===== src/rtl/usec_timer_pkg.sv =====
package usec_timer_pkg;

   // Part select for the read port
   typedef enum logic {
      PART_LOW  = 1'b0,
      PART_HIGH = 1'b1
   } part_sel_e;

   localparam int unsigned DEF_CNT_W    = 12;
   localparam int unsigned DEF_LOW_W    = 8;
   localparam int unsigned DEF_FAST_TAP = 6;
   localparam int unsigned DEF_SLOW_TAP = 9;
   localparam int unsigned IRQ_N        = 2;

endpackage


===== src/rtl/utm_counter.sv =====
module utm_counter #(
   parameter int unsigned CNT_W = 12
) (
   input  logic             clk,
   input  logic             rst_n,
   input  logic             tick_en,
   output logic [CNT_W-1:0] count
);

   if (CNT_W < 2) begin : g_bad_width
      $error("utm_counter: CNT_W must be at least 2");
   end

   localparam logic [CNT_W-1:0] ONE = {{(CNT_W-1){1'b0}}, 1'b1};

   logic [CNT_W-1:0] count_q;

   // Modulo count: the natural overflow gives the roll-over to zero.
   always_ff @(posedge clk) begin
      if (!rst_n)
         count_q <= '0;
      else if (tick_en)
         count_q <= count_q + ONE;
   end

   assign count = count_q;

   AST_HOLD_IDLE: assert property (@(posedge clk) disable iff (!rst_n)
      !tick_en |=> $stable(count_q));

   AST_STEP_TICK: assert property (@(posedge clk) disable iff (!rst_n)
      tick_en |=> (count_q == $past(count_q) + ONE));

endmodule


===== src/rtl/utm_shadow.sv =====
module utm_shadow #(
   parameter int unsigned HI_W = 4
) (
   input  logic            clk,
   input  logic            rst_n,
   input  logic            capture,
   input  logic [HI_W-1:0] live_hi,
   output logic [HI_W-1:0] held_hi
);

   if (HI_W < 1) begin : g_bad_width
      $error("utm_shadow: HI_W must be at least 1");
   end

   logic [HI_W-1:0] held_q;

   always_ff @(posedge clk) begin
      if (!rst_n)
         held_q <= '0;
      else if (capture)
         held_q <= live_hi;
   end

   assign held_hi = held_q;

   AST_CAPTURE_PRE: assert property (@(posedge clk) disable iff (!rst_n)
      capture |=> (held_q == $past(live_hi)));

   AST_HOLD_NO_CAPTURE: assert property (@(posedge clk) disable iff (!rst_n)
      !capture |=> $stable(held_q));

endmodule


===== src/rtl/utm_rise_det.sv =====
module utm_rise_det (
   input  logic clk,
   input  logic rst_n,
   input  logic src,
   output logic pulse
);

   logic last_q;

   always_ff @(posedge clk) begin
      if (!rst_n)
         last_q <= 1'b0;
      else
         last_q <= src;
   end

   assign pulse = src & ~last_q;

   AST_PULSE_SINGLE: assert property (@(posedge clk) disable iff (!rst_n)
      pulse |=> !pulse);

   AST_PULSE_ON_RISE: assert property (@(posedge clk) disable iff (!rst_n)
      $rose(src) |-> pulse);

   AST_NO_PULSE_LOW: assert property (@(posedge clk) disable iff (!rst_n)
      !src |-> !pulse);

endmodule


===== src/rtl/usec_timer.sv =====
module usec_timer
   import usec_timer_pkg::*;
#(
   parameter int unsigned CNT_W    = DEF_CNT_W,
   parameter int unsigned LOW_W    = DEF_LOW_W,
   parameter int unsigned FAST_TAP = DEF_FAST_TAP,
   parameter int unsigned SLOW_TAP = DEF_SLOW_TAP
) (
   input  logic             clk,
   input  logic             rst_n,
   input  logic             tick_en,
   input  logic             rd_en,
   input  logic             rd_sel,
   output logic [LOW_W-1:0] rd_data,
   output logic             irq_fast,
   output logic             irq_slow
);

   localparam int unsigned HI_W  = CNT_W - LOW_W;
   localparam int unsigned PAD_W = LOW_W - HI_W;

   // Elaboration checks on the parameter set
   if (CNT_W <= LOW_W) begin : g_bad_split
      $error("usec_timer: CNT_W must exceed LOW_W");
   end
   if (HI_W > LOW_W) begin : g_bad_port
      $error("usec_timer: the upper part must fit in the read port");
   end
   if (FAST_TAP >= CNT_W || SLOW_TAP >= CNT_W) begin : g_bad_tap
      $error("usec_timer: interrupt taps must lie inside the counter");
   end
   if (FAST_TAP >= SLOW_TAP) begin : g_bad_order
      $error("usec_timer: fast tap must be below slow tap");
   end

   logic [CNT_W-1:0] count;
   logic [HI_W-1:0]  held_hi;
   logic             cap_low;
   logic [IRQ_N-1:0] irq_vec;
   part_sel_e        part;

   localparam int unsigned TAP_POS [IRQ_N] = '{FAST_TAP, SLOW_TAP};

   assign part    = part_sel_e'(rd_sel);
   assign cap_low = rd_en && (part == PART_LOW);

   utm_counter #(.CNT_W(CNT_W)) u_cnt (
      .clk     (clk),
      .rst_n   (rst_n),
      .tick_en (tick_en),
      .count   (count)
   );

   utm_shadow #(.HI_W(HI_W)) u_shadow (
      .clk     (clk),
      .rst_n   (rst_n),
      .capture (cap_low),
      .live_hi (count[CNT_W-1:LOW_W]),
      .held_hi (held_hi)
   );

   for (genvar g = 0; g < IRQ_N; g++) begin : g_tap
      utm_rise_det u_rise (
         .clk   (clk),
         .rst_n (rst_n),
         .src   (count[TAP_POS[g]]),
         .pulse (irq_vec[g])
      );
   end

   // Read mux: the high part gets zero padding only when it is narrower
   // than the port.
   if (PAD_W > 0) begin : g_pad
      always_comb begin
         if (part == PART_HIGH)
            rd_data = {{PAD_W{1'b0}}, held_hi};
         else
            rd_data = count[LOW_W-1:0];
      end
   end else begin : g_nopad
      always_comb begin
         if (part == PART_HIGH)
            rd_data = held_hi;
         else
            rd_data = count[LOW_W-1:0];
      end
   end

   assign irq_fast = irq_vec[0];
   assign irq_slow = irq_vec[1];

   AST_IRQ_NOT_BOTH_IDLE: assert property (@(posedge clk) disable iff (!rst_n)
      !$past(tick_en) |-> !(irq_fast || irq_slow));

endmodule


===== config.mk =====
export PLATFORM = sky130hd
export DESIGN_NAME = usec_timer
export DESIGN_NICKNAME = d
export VERILOG_FILES = /design/src/rtl/usec_timer_pkg.sv /design/src/rtl/utm_counter.sv /design/src/rtl/utm_shadow.sv /design/src/rtl/utm_rise_det.sv /design/src/rtl/usec_timer.sv
export SDC_FILE = /design/constraint.sdc
export NUM_CORES = 1
export LEC_CHECK = 0
export ABC_AREA = 1
export ABC_CLOCK_PERIOD_IN_PS = 1200
export BUFFER_PORTS_ARGS = -buffer_cell sky130_fd_sc_hd__buf_4
export CAP_MARGIN = 30
export CORE_MARGIN = 2
export CORE_UTILIZATION = 49
export DETAILED_ROUTE_END_ITERATION = 10
export GPL_TIMING_DRIVEN = 0
export PLACE_DENSITY_LB_ADDON = 0.25
export SLEW_MARGIN = 20
export SYNTH_ARGS = -nofsm -noshare
export SYNTH_HDL_FRONTEND = slang
export SYNTH_HIERARCHICAL = 1
export SYNTH_SLANG_ARGS = --single-unit
export TNS_END_PERCENT = 30

===== constraint.sdc =====
create_clock -name clk -period 1.2 [get_ports clk]
set_clock_uncertainty 0.1 [all_clocks]
set_input_delay 0.18 -clock clk [delete_from_list [all_inputs] [get_ports clk]]
set_output_delay 0.18 -clock clk [all_outputs]
set_load 0.1 [all_outputs]

==> metrics.md <==
| Metric | Value |
|---|---|
| Total GRT Usage | between 20% and 30% |
| Per-cell routed wire length | about 13 um |
| Commonest non-fill, non-tap cell in the layout | nand2_1 |
| Cell Pwr Density | 837 nW/um^2 |
| DRT antenna net count | 0 |
| FF-to-FF path depth | 6 |
| Worst-path clk slew | 0.11 ns |
| Startpoint Class | flop |
| # DRC | 0 |
| Syn nets | 145 |
| Family with the most delay on the worst path | flip-flops |
| DR pass1 iterations | 4 |
| Max Clk Rate | approximately 760 MHz |
| Die Area | about 2300 sq um |
| FF+latch area | 393 sq um |
| Worst-path fanout max | 4 |
| Final setup fails | 16 |
| WP depth | 3 |
| Initial Util | 53.3% |
| Rows | 15 |
| GPL Wtd Cong | between 0.7 and 0.8 |
| DIE HEIGHT | around 48 um |
| Post-synthesis sequential area ratio | 37.9% |
| Rel. slew slack | 85.4% |
| Via count | roughly 970 |
| Largest net degree at the start of global routing | 11 |
| Worst vdd ir | ~0.00056 V |
| Crit-path cells | nand2_2 > nand2_2 > buf_12 |
| Sink Count | 18 |
| Pins Over Slew Limit | 0 |
| Final cell count without fillers | 190 |
| I/O Buffers | 12 |
| Endpoints failing hold | 0 |
| Hold Path Stages | 2 |
| Post-synth design cell area | 951 sq um |
| Slew @ Worst Pin | 0.217 ns |
| Min-delay worst type | primary input to flop |
| Crit path DAT | 1.03 ns |
| Fraction of layout cells with a size suffix above 1 | 43.6% |
| Clock Latency Late Sink | 0.29 ns |
| Layout area overhead | 52.8% |
| Antenna Cells | 0 |
| Setup CP Type | flop to output pin |
| CP Capture Type | output pin |
| Die W | 48.1 um |
| Fin util | 81.5% |
| Slowest cell on the critical path | dfxtp_4 |
| Grt ovf | 0 |
| Drt total wl | about 2400 um |
| Nets | 172 |
| Min cycle time layout | about 1.3 ns |
| CP peak stage delay | 0.40 ns |
| Core area | about 1800 sq um |
| RSZ-0062 raised after global routing | true |
| Synth cell types | 24 |
| FILL cells | around 110 |
| Root buffer cell | clkbuf_4 |
| Routed vias/inst | 5.08 |
| Outcome | finished, violations left |
| Initial antenna violation count | 0 |
| Worst EP required | 0.92 ns |
| Most used cell, CP | nand2_2 |
| Commonest non-fill, non-tap cells in the layout | nand2_1 (31), nor2_1 (17), inv_1 (16) |
| LEAKAGE | 0.667 nW |
| CTS Buf Count | 3 |
| Placed Instances | between 150 and 200 |
| Synth Register Bits | 18 |
| Hpwl dp | 1300 um |
| Crit path buffers/inverters | 1 |
| Post-Syn Instances | 139 |
| Final worst slack | -0.111 ns |
| CTS tree | done |
| Max Cap Violations | 0 |
| Detailed Route Iter0 Violations | 33 |
| I/O pin cnt | 15 |
| Synth Warn # | 6 |
| Syn Area/Cell | roughly 6.8 sq um |
| Clock buffer depth | 2 |
| Fin crit share | 109% |
| Area occupied by multi-input gates | 562 sq um |
| Vias in the first global route | about 850 |
| Violated checks | negative setup slack |
| Global-route wire length before repair | 3480 um |
| Final hold slack | 0.0208 ns |
| CTS H-tree lvls | 1 |
[flip-flops by register name, indices dropped and copies added (netlist names)]
register / flops
g_tap.u_rise/last_q: 2
u_cnt/count: 12
u_shadow/held_hi: 4
[worst reg2reg max path: stages (launching register included)]
cell and delay, ns:
dfxtp_4 0.40, ha_4 0.16, nand2_4 0.07, nor2_8 0.16, nand3b_1 0.12, nor2_1 0.12
nor2_1 0.06
[area by class of cell]
type | instances | share of cell area [%]
Clock buffer | 4 | 2.50
Buffer | 4 | 2.41
Multi-Input combinational cell | 92 | 38.7
Inverter | 25 | 6.46
Timing Repair Buffer | 22 | 20.8
Tap cell | 25 | 2.15
Sequential cell | 18 | 27.0
[metrics by stage]
stage	power [mW]	instance area [sq um]	worst slack [ns]	TNS, ns
after floorplan	0.764	988	-0.273	-0.975
after global placement	0.795	1110	-0.136	-0.327
after detailed placement	0.801	1110	-0.176	-0.428
after CTS	1.19	1340	-0.115	-0.858
after global routing	1.27	1450	-0.155	-1.95
final	1.22	1450	-0.111	-1.03
[Yosys cell counts, drive strengths merged]
| library cell | count | area, sq um |
|---|---|---|
| a21oi | 9 | 45.0 |
| nor3 | 1 | 5.00 |
| ha | 1 | 12.5 |
| clkinv | 2 | 7.51 |
| nand2 | 40 | 160 |
| o21ai | 2 | 10.0 |
| nand4 | 2 | 12.5 |
| inv | 23 | 86.3 |
| o21a | 1 | 7.51 |
| a211oi | 1 | 7.51 |
| buf | 4 | 35.0 |
| dfxtp | 18 | 360 |
| nor2 | 27 | 154 |
| nand3b | 1 | 7.51 |
| nand3 | 7 | 40.0 |
[per-layer routing]
metal / vias up / track usage [%] / share of wire [%]
met3: 6 / 4.53 / 4.7
met2: 31 / 39.2 / 51
met1: 457 / 24.7 / 42
li1: 471 / - / -
met5: - / 0 / 0
met4: 0 / 8.11 / 2.7
[report_power, final]
| group | switching, mW | internal [mW] | total [mW] |
|---|---|---|---|
| Sequential | 0.0175 | 0.599 | 0.616 |
| Clock | 0.197 | 0.185 | 0.382 |
| Combinational | 0.136 | 0.0825 | 0.218 |
[repair_timing]
action,CTS,global route
buffers inserted,4,6
resized for setup,54,18
hold buffers,0,0
pin swaps,4,9
endpoints found under the setup margin,15,17
[path summary, 6_finish.rpt]
kind / from / slack [ns] / end
worst max-delay path: u_cnt/count[0]$_SDFFE_PN0P_ / -0.11 / rd_data[0]
worst min-delay path: tick_en / 0.02 / u_cnt/count[1]$_SDFFE_PN0P_
worst max register to register: u_cnt/count[0]$_SDFFE_PN0P_ / -0.08 / u_cnt/count[10]$_SDFFE_PN0P_
worst min register to register: u_shadow/held_hi[2]$_SDFFE_PN0P_ / 0.38 / u_shadow/held_hi[2]$_SDFFE_PN0P_
[cells by family after synthesis]
| kind of cell | after synthesis | share of synthesized area [%] |
|---|---|---|
| compound gates | 13 | 7.37 |
| fa+ha+maj | 1 | 1.32 |
| buf+inv | 29 | 13.6 |
| flops | 18 | 37.9 |
| simple gates | 78 | 39.9 |
(Power assumes the default switching activity.)
